## src/rtl/bpf_br_pkg.sv

```systemverilog
// Package: shared encodings for the BPF branch unit.
// Assumes the 4-bit jump operation code layout used by both jump classes.
package bpf_br_pkg;

    typedef enum logic [3:0] {
        J_JA   = 4'h0,
        J_JEQ  = 4'h1,
        J_JGT  = 4'h2,
        J_JGE  = 4'h3,
        J_JSET = 4'h4,
        J_JNE  = 4'h5,
        J_JSGT = 4'h6,
        J_JSGE = 4'h7,
        J_CALL = 4'h8,
        J_EXIT = 4'h9,
        J_JLT  = 4'hA,
        J_JLE  = 4'hB,
        J_JSLT = 4'hC,
        J_JSLE = 4'hD,
        J_RSVE = 4'hE,
        J_RSVF = 4'hF
    } jcode_e;

    typedef struct packed {
        logic taken;
        logic call;
        logic fin;
        logic illegal;
        logic imm_disp;
    } br_flags_t;

endpackage

```

## src/rtl/bpf_br_operand.sv

```systemverilog
// Operand shaper: selects the second operand (register or sign-extended
// immediate) and produces unsigned- and signed-compare views of both
// operands, narrowed to NARROW_W bits when the narrow class is selected.
// Assumes XLEN > IMM_W and XLEN > NARROW_W.
module bpf_br_operand #(
    parameter int XLEN     = 64,
    parameter int NARROW_W = 32,
    parameter int IMM_W    = 32
) (
    input  logic            narrow,
    input  logic            use_reg,
    input  logic [XLEN-1:0] dst_val,
    input  logic [XLEN-1:0] src_val,
    input  logic [IMM_W-1:0] imm,
    output logic [XLEN-1:0] ua,
    output logic [XLEN-1:0] ub,
    output logic [XLEN-1:0] sa,
    output logic [XLEN-1:0] sb
);
    localparam int EXT_W = XLEN - NARROW_W;

    logic [XLEN-1:0] rhs;
    logic [XLEN-1:0] raw   [2];
    logic [XLEN-1:0] uview [2];
    logic [XLEN-1:0] sview [2];

    // Pick the second operand: register or sign-extended immediate.
    always_comb rhs = use_reg ? src_val : {{(XLEN-IMM_W){imm[IMM_W-1]}}, imm};

    assign raw[0] = dst_val;
    assign raw[1] = rhs;

    genvar k;
    generate
        for (k = 0; k < 2; k++) begin : g_view
            // Form the zero- and sign-extended views of one operand.
            always_comb begin
                if (narrow) begin
                    uview[k] = {{EXT_W{1'b0}}, raw[k][NARROW_W-1:0]};
                    sview[k] = {{EXT_W{raw[k][NARROW_W-1]}}, raw[k][NARROW_W-1:0]};
                end else begin
                    uview[k] = raw[k];
                    sview[k] = raw[k];
                end
            end
        end
    endgenerate

    assign ua = uview[0];
    assign ub = uview[1];
    assign sa = sview[0];
    assign sb = sview[1];

endmodule

```

## src/rtl/bpf_br_cond.sv

```systemverilog
// Condition evaluator: decides whether the relation named by the jump code
// holds between the shaped operands. Non-conditional codes give 0.
module bpf_br_cond
    import bpf_br_pkg::*;
#(
    parameter int XLEN = 64
) (
    input  jcode_e          code,
    input  logic [XLEN-1:0] ua,
    input  logic [XLEN-1:0] ub,
    input  logic [XLEN-1:0] sa,
    input  logic [XLEN-1:0] sb,
    output logic            hit
);
    logic signed [XLEN-1:0] ssa;
    logic signed [XLEN-1:0] ssb;

    assign ssa = sa;
    assign ssb = sb;

    // Evaluate the selected relation.
    always_comb begin
        unique case (code)
            J_JEQ:   hit = (ua == ub);
            J_JNE:   hit = (ua != ub);
            J_JSET:  hit = |(ua & ub);
            J_JGT:   hit = (ua >  ub);
            J_JGE:   hit = (ua >= ub);
            J_JLT:   hit = (ua <  ub);
            J_JLE:   hit = (ua <= ub);
            J_JSGT:  hit = (ssa >  ssb);
            J_JSGE:  hit = (ssa >= ssb);
            J_JSLT:  hit = (ssa <  ssb);
            J_JSLE:  hit = (ssa <= ssb);
            default: hit = 1'b0;
        endcase
    end

endmodule

```

## src/rtl/bpf_br_decode.sv

```systemverilog
// Control decoder: turns the jump code, class and condition result into
// taken / call / exit / illegal flags and the displacement source.
module bpf_br_decode
    import bpf_br_pkg::*;
(
    input  jcode_e    code,
    input  logic      narrow,
    input  logic      hit,
    output br_flags_t flags
);
    // Classify the instruction.
    always_comb begin
        flags = '0;
        unique case (code)
            J_JA: flags.taken = 1'b1;
            J_CALL: begin
                if (narrow) begin
                    flags.illegal = 1'b1;
                end else begin
                    flags.call     = 1'b1;
                    flags.taken    = 1'b1;
                    flags.imm_disp = 1'b1;
                end
            end
            J_EXIT: begin
                if (narrow) flags.illegal = 1'b1;
                else        flags.fin     = 1'b1;
            end
            J_JEQ, J_JNE, J_JSET, J_JGT, J_JGE, J_JLT, J_JLE,
            J_JSGT, J_JSGE, J_JSLT, J_JSLE: flags.taken = hit;
            default: flags.illegal = 1'b1;
        endcase
    end

endmodule

```

## src/rtl/bpf_br_target.sv

```systemverilog
// Target generator: forms the sequential, jump and held next addresses and
// selects one. Displacements count slots of SLOT_BYTES bytes, plus one.
// Assumes SLOT_BYTES is a power of two and PC_W exceeds both field widths.
module bpf_br_target #(
    parameter int PC_W       = 64,
    parameter int OFF_W      = 16,
    parameter int IMM_W      = 32,
    parameter int SLOT_BYTES = 8
) (
    input  logic [PC_W-1:0]  pc,
    input  logic [OFF_W-1:0] offset,
    input  logic [IMM_W-1:0] imm,
    input  logic             imm_disp,
    input  logic             taken,
    input  logic             hold,
    output logic [PC_W-1:0]  next_pc
);
    localparam int SLOT_SHIFT = $clog2(SLOT_BYTES);

    logic [PC_W-1:0] disp;
    logic [PC_W-1:0] jump_pc;
    logic [PC_W-1:0] seq_pc;

    // Sign-extend the chosen displacement field.
    always_comb disp = imm_disp ? {{(PC_W-IMM_W){imm[IMM_W-1]}}, imm}
                                : {{(PC_W-OFF_W){offset[OFF_W-1]}}, offset};

    // Jump and fall-through addresses.
    always_comb begin
        jump_pc = pc + ((disp + PC_W'(1)) << SLOT_SHIFT);
        seq_pc  = pc + PC_W'(SLOT_BYTES);
    end

    // Choose the next address.
    always_comb begin
        if (hold)       next_pc = pc;
        else if (taken) next_pc = jump_pc;
        else            next_pc = seq_pc;
    end

endmodule

```

## src/rtl/bpf_branch_unit.sv

```systemverilog
// Top: BPF branch condition and target unit. Resolves one jump-class
// instruction per cycle and registers the result (latency one clock).
// Assumes a synchronous active-low reset; flags are single-cycle pulses.
module bpf_branch_unit
    import bpf_br_pkg::*;
#(
    parameter int XLEN       = 64,
    parameter int NARROW_W   = 32,
    parameter int IMM_W      = 32,
    parameter int OFF_W      = 16,
    parameter int PC_W       = 64,
    parameter int SLOT_BYTES = 8
) (
    input  logic             clk,
    input  logic             rst_n,
    input  logic             i_valid,
    input  logic [3:0]       i_code,
    input  logic             i_narrow,
    input  logic             i_src_reg,
    input  logic [XLEN-1:0]  i_dst_val,
    input  logic [XLEN-1:0]  i_src_val,
    input  logic [IMM_W-1:0] i_imm,
    input  logic [OFF_W-1:0] i_offset,
    input  logic [PC_W-1:0]  i_pc,
    output logic             o_valid,
    output logic [PC_W-1:0]  o_next_pc,
    output logic             o_taken,
    output logic             o_call,
    output logic             o_exit,
    output logic             o_illegal
);
    localparam int SLOT_SHIFT = $clog2(SLOT_BYTES);

    jcode_e          code;
    logic [XLEN-1:0] ua, ub, sa, sb;
    logic            hit;
    br_flags_t       flags;
    logic [PC_W-1:0] nxt;

    assign code = jcode_e'(i_code);

    bpf_br_operand #(.XLEN(XLEN), .NARROW_W(NARROW_W), .IMM_W(IMM_W)) u_opnd (
        .narrow  (i_narrow),
        .use_reg (i_src_reg),
        .dst_val (i_dst_val),
        .src_val (i_src_val),
        .imm     (i_imm),
        .ua      (ua),
        .ub      (ub),
        .sa      (sa),
        .sb      (sb)
    );

    bpf_br_cond #(.XLEN(XLEN)) u_cond (
        .code (code),
        .ua   (ua),
        .ub   (ub),
        .sa   (sa),
        .sb   (sb),
        .hit  (hit)
    );

    bpf_br_decode u_dec (
        .code   (code),
        .narrow (i_narrow),
        .hit    (hit),
        .flags  (flags)
    );

    bpf_br_target #(.PC_W(PC_W), .OFF_W(OFF_W), .IMM_W(IMM_W),
                    .SLOT_BYTES(SLOT_BYTES)) u_tgt (
        .pc       (i_pc),
        .offset   (i_offset),
        .imm      (i_imm),
        .imm_disp (flags.imm_disp),
        .taken    (flags.taken),
        .hold     (flags.fin),
        .next_pc  (nxt)
    );

    // Result register; flags cleared in cycles with no instruction.
    always_ff @(posedge clk) begin
        if (!rst_n) begin
            o_valid   <= 1'b0;
            o_next_pc <= '0;
            o_taken   <= 1'b0;
            o_call    <= 1'b0;
            o_exit    <= 1'b0;
            o_illegal <= 1'b0;
        end else begin
            o_valid   <= i_valid;
            o_taken   <= i_valid & flags.taken;
            o_call    <= i_valid & flags.call;
            o_exit    <= i_valid & flags.fin;
            o_illegal <= i_valid & flags.illegal;
            if (i_valid) o_next_pc <= nxt;
        end
    end

    // results follow a presented instruction by exactly one clock.
    p_latency_r11: assert property (@(posedge clk) disable iff (!rst_n)
        i_valid |=> o_valid);

    // no flag without a valid result.
    p_pulse_valid_r11: assert property (@(posedge clk) disable iff (!rst_n)
        (o_taken | o_call | o_exit | o_illegal) |-> o_valid);

    // call, exit and illegal never coincide; illegal is never taken.
    p_flag_excl_r9: assert property (@(posedge clk) disable iff (!rst_n)
        $onehot0({o_call, o_exit, o_illegal}) && !(o_illegal && o_taken));

    // unused codes are flagged.
    p_rsv_code_r9: assert property (@(posedge clk) disable iff (!rst_n)
        (i_valid && i_code[3:1] == 3'b111) |=> o_illegal);

    // unconditional jump lands offset+1 slots ahead.
    p_ja_target_r5: assert property (@(posedge clk) disable iff (!rst_n)
        (i_valid && i_code == 4'h0) |=>
        (o_taken && o_next_pc - $past(i_pc) ==
            (($past({{(PC_W-OFF_W){i_offset[OFF_W-1]}}, i_offset}) + PC_W'(1)) << SLOT_SHIFT)));

    // a result that neither jumps nor ends advances by one slot.
    p_seq_r6: assert property (@(posedge clk) disable iff (!rst_n)
        (o_valid && !o_taken && !o_exit) |-> (o_next_pc == $past(i_pc) + PC_W'(SLOT_BYTES)));

    // program end holds the address and is not a taken branch.
    p_exit_hold_r8: assert property (@(posedge clk) disable iff (!rst_n)
        o_exit |-> (!o_taken && o_next_pc == $past(i_pc)));

endmodule

```

## config.mk

```make
export PLATFORM = sky130hd
export DESIGN_NAME = bpf_branch_unit
export DESIGN_NICKNAME = d
export VERILOG_FILES = /design/src/rtl/bpf_br_pkg.sv /design/src/rtl/bpf_br_operand.sv /design/src/rtl/bpf_br_cond.sv /design/src/rtl/bpf_br_decode.sv /design/src/rtl/bpf_br_target.sv /design/src/rtl/bpf_branch_unit.sv
export SDC_FILE = /design/constraint.sdc
export NUM_CORES = 1
export LEC_CHECK = 0
export BUFFER_PORTS_ARGS = -buffer_cell sky130_fd_sc_hd__buf_2
export CORE_MARGIN = 2
export CORE_UTILIZATION = 50
export CTS_CLUSTER_DIAMETER = 120
export DETAILED_ROUTE_END_ITERATION = 16
export PLACE_DENSITY_LB_ADDON = 0.25
export SLEW_MARGIN = 20
export SYNTH_ARGS = -nofsm -noshare
export SYNTH_HDL_FRONTEND = slang
export SYNTH_HIERARCHICAL = 1
export SYNTH_SLANG_ARGS = --single-unit
```

## constraint.sdc

```tcl
create_clock -name clk -period 19.1 [get_ports clk]
set_input_delay 2.865 -clock clk [delete_from_list [all_inputs] [get_ports clk]]
set_output_delay 2.865 -clock clk [all_outputs]
set_load 0.01 [all_outputs]
```

* After elaboration in Yosys (flattened, before gate mapping) *
Cells that the tools add are included.

word-level totals
  register bits = 69
  memories kept = 0
  RAM bits = 0
  output and inout bits = 69
  input port bits = 249
  bits in latches = 0
  bits in read-only memories = 0
  word-level logic and storage cells = 59

operators by class
  div/mod/pow operators = 0
  shift operators = 0
  reduce and logical (&&, ||, !) cells = 5
  bitwise operators = 5
  add/subtract/negate cells = 3
  eq/ne operators = 15
  magnitude comparators = 8
  mux-type cells = 17
  multiply operators = 0

operator list
  kind                                            count
  two-way mux 64 bit                              7
  >= comparator 64 bit                            2
  greater-than comparator 64 bit                  2
  <= comparator 64 bit                            2
  less-than comparator 64 bit                     2
  adder 64 x 4 -> 64 bit (second input constant)  1
  adder 64 bit                                    1
  bitwise AND 64 bit                              1
  == test 64 bit                                  1
  != test 64 bit                                  1
  OR reduction 64 bit                             1
  adder 61 x 1 -> 61 bit (second input constant)  1
  two-way mux 61 bit                              1
  == test 4 bit (second input constant)           6
  == test 4 x 3 -> 1 bit (second input constant)  4
  OR reduction 12 bit                             1
  case mux 1 bit (11 select lines)                1
  OR reduction 11 bit                             1
  == test 4 x 2 -> 1 bit (second input constant)  2
  two-way mux 1 bit                               5
  bitwise AND 1 bit                               4
  == test 4 x 1 -> 1 bit (second input constant)  1
  zero test 4 bit                                 1
  case mux 1 bit (3 select lines)                 1
  3 further kinds                                 3

* Depth between registers and ports, before layout *
  word-level depth = 8
  mapped depth = 34
  gate-level depth less buffers = 30

* Cells and area by module *
The synthesis kept the hierarchy.

by module, submodules not included
  module           cells an instance  sequential area each (um2)  instances  area an instance (um2)
  bpf_br_target    895                0.0                         1          5835.6
  bpf_br_cond      560                0.0                         1          4325.4
  bpf_branch_unit  217                1381.3                      1          2555.0
  bpf_br_operand   356                0.0                         1          2323.5
  bpf_br_decode    13                 0.0                         1          88.8

* Least setup slack after synthesis *
Ideal clock, no wire load.

  path kind = input to register
  start point = input i_code[2]
  end point = register o_next_pc[62]
  data required time = 18984 ps
  library setup time = 116 ps
  arrival time = 8993 ps
  stages on the path = 30
  buffers on the path = 7
  slack = 9991 ps
  cell sequence = nand2b_1 -> nor4_1 -> buf_4 -> buf_6 -> clkbuf_1 -> buf_1 -> clkbuf_1 -> mux2_2 -> ha_1 -> o21ai_1 -> nor3_4 -> nand2_2 -> nor3_4 -> a21oi_1 -> clkbuf_1 -> o21a_1 -> ha_1 -> clkdlybuf4s18_1 -> a21o_1 -> a21o_1 -> a21oi_1 -> o31ai_1 -> a31oi_1 -> o21ai_0 -> a41oi_1 -> nand4bb_1 -> a211oi_1 -> a2111o_1 -> mux2i_1 -> nor2b_1

RTL lines
  what                  RTL line               source
  from (decl)           bpf_branch_unit.sv:17  input logic [3:0] i_code,
  to (signal assigned)  bpf_branch_unit.sv:96  if (i_valid) o_next_pc <= nxt;
  to (decl)             bpf_branch_unit.sv:26  output logic [PC_W-1:0] o_next_pc,

==> flow_metrics.env <==
export IMPL_crit_start="i_src_reg"
export IMPL_holdCritStartpoint="o_next_pc[49]"
export IMPL_synth_area_leaders="ha_1 (21%), dfxtp_1 (9.1%), a21oi_1 (6.9%), buf_4 (5.7%), nor2b_1 (5.5%)"
export IMPL_fillers=2874
export IMPL_syn_inst=2041
export IMPL_antenna_found_initial=11
export IMPL_seqCellArea_sq_um=1380
export IMPL_dp_slack_ns=8.02
export IMPL_globalplace_congestion=0.944
export IMPL_ir_drop_v=0.0000352
export IMPL_fmax_mhz=91.5
export IMPL_tritoncts="built"
export IMPL_drive_gt1_frac=0.194
export IMPL_ys_ff_latch=69
export IMPL_synth_top_area_frac=0.209
export IMPL_layout_nets=2689
export IMPL_wl_per_cell_um=17.7
export IMPL_fin_crit_ns=10.93
export IMPL_grt_overflow_total=0
export IMPL_crit_top_cell="buf_4"
export IMPL_synthToLayoutAreaGrowth_pct=8.02
export IMPL_fin_setup_tns_ns=0
export IMPL_drv_slew=0
export IMPL_cp_arrival_ns=11.18
export IMPL_fp_row_count=63
export IMPL_reg2reg_from="o_next_pc[14]"
export IMPL_wl_mm=45.9
export IMPL_stdcell_area_sq_um=16300
export IMPL_grt_pass1_wl_mm=71.4
export IMPL_grtUsageTotal=0.280
export IMPL_synth_top_cell_by_area="ha_1"
export IMPL_drtIter0Drc=966
export IMPL_setup_worst_path_start_class="input pin"
export IMPL_cp_max_fo=67
export IMPL_slew_headroom=0.292
export IMPL_fin_crit_sh=0.572
export IMPL_seq_area_frac_synth=0.0913
export IMPL_multiInputGateArea_sq_um=11900
export IMPL_worst_slew_pin_slew_ns=1.06
export IMPL_grt_max_degree=109
export IMPL_portBuffers=317
export IMPL_async_flop_share=0
export IMPL_finalHoldViolations=0
export IMPL_setup_viol=0
export IMPL_rsz0062_at_grt="no"
export IMPL_ios=318
export IMPL_clk_latency_ns=0.36
export IMPL_cts_sinks=69
export IMPL_routed_via_density=5.70
export IMPL_die_y_um=178
export IMPL_fin_skew_ns=0
export IMPL_htree_num_levels=3
export IMPL_post_cts_buffers=0
export IMPL_clkTransAtPathRegs_ns=0.07
export IMPL_endpoint_kind="flip-flop"
export IMPL_hold_buffers=0
export IMPL_synth_edf_count=0
export IMPL_grt_pass1_vias=14100
export IMPL_yosys_warnings=6
export IMPL_critPathRequiredTime_ns=19.35
export IMPL_ant_nets=0
export IMPL_power_mw=0.819
export IMPL_placed_cell_area_sq_um=16000
export IMPL_worstSetupPathType="input pin to flip-flop"
export IMPL_layout_cells_non_filler=2592
export IMPL_layout_setup_ws_ns=8.17
export IMPL_die_w_um=178
export IMPL_cts_buffers=9
export IMPL_synth_flop_cell="dfxtp_1"
export IMPL_fp_coreArea_sq_um=29700
export IMPL_hp_class="flip-flop to flip-flop"
export IMPL_vias=14800
export IMPL_p_leak_nw=8.15
export IMPL_synth_cell_types=99
export IMPL_ctsResizeCount=0
export IMPL_postLayoutCoreUtil=0.550
export IMPL_max_stage_delay_ns=0.64
export IMPL_drv_cap=0
export IMPL_post_place_cells=2565
export IMPL_slowest_stage="buf_4"
export IMPL_place_hpwl_mm=37.2
export IMPL_whs_ns=0.512
export IMPL_p_per_area_nw_per_um2=50.1
export IMPL_drc_errors=0
export IMPL_root_buffer="clkbuf_16"
export IMPL_die_area_sq_um=31700
export IMPL_syn_area_sq_um=15100
export IMPL_syn_avg_cell_area_sq_um=7.41
export IMPL_initial_core_util=0.509
export IMPL_synth_net_count=2544
export IMPL_cts_max_path_buffers=2
export IMPL_dr_pass1_iters=5
export IMPL_outcome="finished clean"
[kinds of logic (layout without fill, tap and decap cells)]
group	Yosys count	in the layout	synth area share
mux	112	112	0.0772
compound gates	514	514	0.212
buf+inv	344	494	0.123
other cells	0	11	0
xor+xnor	78	78	0.0452
fa+ha+maj	254	254	0.211
simple gates	670	670	0.240
flops	69	69	0.0913
[flip-flops by register name, summed over array words and instances, names as in the netlist]
signal	cells
o_call	1
o_taken	1
o_next_pc	64
o_exit	1
o_illegal	1
o_valid	1
[cells in the mapped netlist, types with 5 or more instances]
library cell and n:
nor2_1 57, nor3_1 18, or3_1 8, buf_4 114, o21bai_1 8, o211ai_1 11, mux2i_1 74, nand4_1 49
nand2b_1 74, mux2_2 36, and3_1 21, and2_1 21, xnor2_1 42, xor2_1 36, a21o_1 52, a21boi_0 6
buf_2 28, ha_1 253, clkbuf_1 35, nor2b_1 132, buf_6 8, nand2_1 195, a211oi_1 10, nor4_1 32
a31oi_1 12, a221oi_1 5, nand3_1 24, o21ai_0 101, inv_1 151, dfxtp_1 69, a21oi_1 209, o21a_1 27
o31ai_1 10, nor3b_1 6
[cells in the final DEF (no fill, tap or decap), drive strengths merged, types with 34 or more instances in the layout]
| cell | synthesis | routed |
|---|---|---|
| inv | 152 | 154 |
| nor2b | 132 | 132 |
| a21oi | 210 | 210 |
| xor2 | 36 | 36 |
| nand2 | 197 | 197 |
| xnor2 | 42 | 42 |
| buf | 152 | 326 |
| a21o | 54 | 54 |
| nor4 | 34 | 34 |
| mux2i | 74 | 74 |
| o21ai | 108 | 108 |
| nor2 | 57 | 57 |
| nand4 | 50 | 50 |
| dfxtp | 69 | 69 |
| ha | 253 | 253 |
| mux2 | 38 | 38 |
| nand2b | 74 | 74 |
[report_power, final]
part           switching [mW]  internal (mW)  leakage [nW]  total [mW]
clock network          0.0771         0.0926         0.136       0.170
registers              0.0104          0.163         0.569       0.173
logic                   0.274          0.201          7.44       0.476
[layout make-up]
| class | instances | share of cell area |
|---|---|---|
| clock buffer | 10 | 0.0146 |
| sequential | 69 | 0.0845 |
| multi-input combinational | 1628 | 0.730 |
| inverter | 152 | 0.0349 |
| timing repair buffer | 326 | 0.102 |
| clock inverter | 6 | 0.00283 |
| tap | 390 | 0.0299 |
| antenna | 11 | 0.00168 |
[final timing paths]
path                    to  slack [ns]  cells past startpoint
max          o_next_pc[62]        8.17                     32
min          o_next_pc[49]        0.51                      2
max reg2reg  o_next_pc[14]       18.42                      2
min reg2reg  o_next_pc[49]        0.51                      2
[critical path: cells and delay by family]
family	cells	cell delay, ns
AOI/OAI and AO/OA	16	3.88
and+or+nand+nor	7	1.96
buffers and inverters	5	1.64
adders and majority gates	2	0.44
muxes	2	0.32
[routing by layer]
layer / vias up / share of wire / GRT usage
met5: - / 0 / 0
met4: 0 / 0.032 / 0.109
met3: 84 / 0.061 / 0.0356
met2: 506 / 0.48 / 0.494
met1: 6811 / 0.42 / 0.344
li1: 7374 / - / -
(Power assumes the default switching activity.)
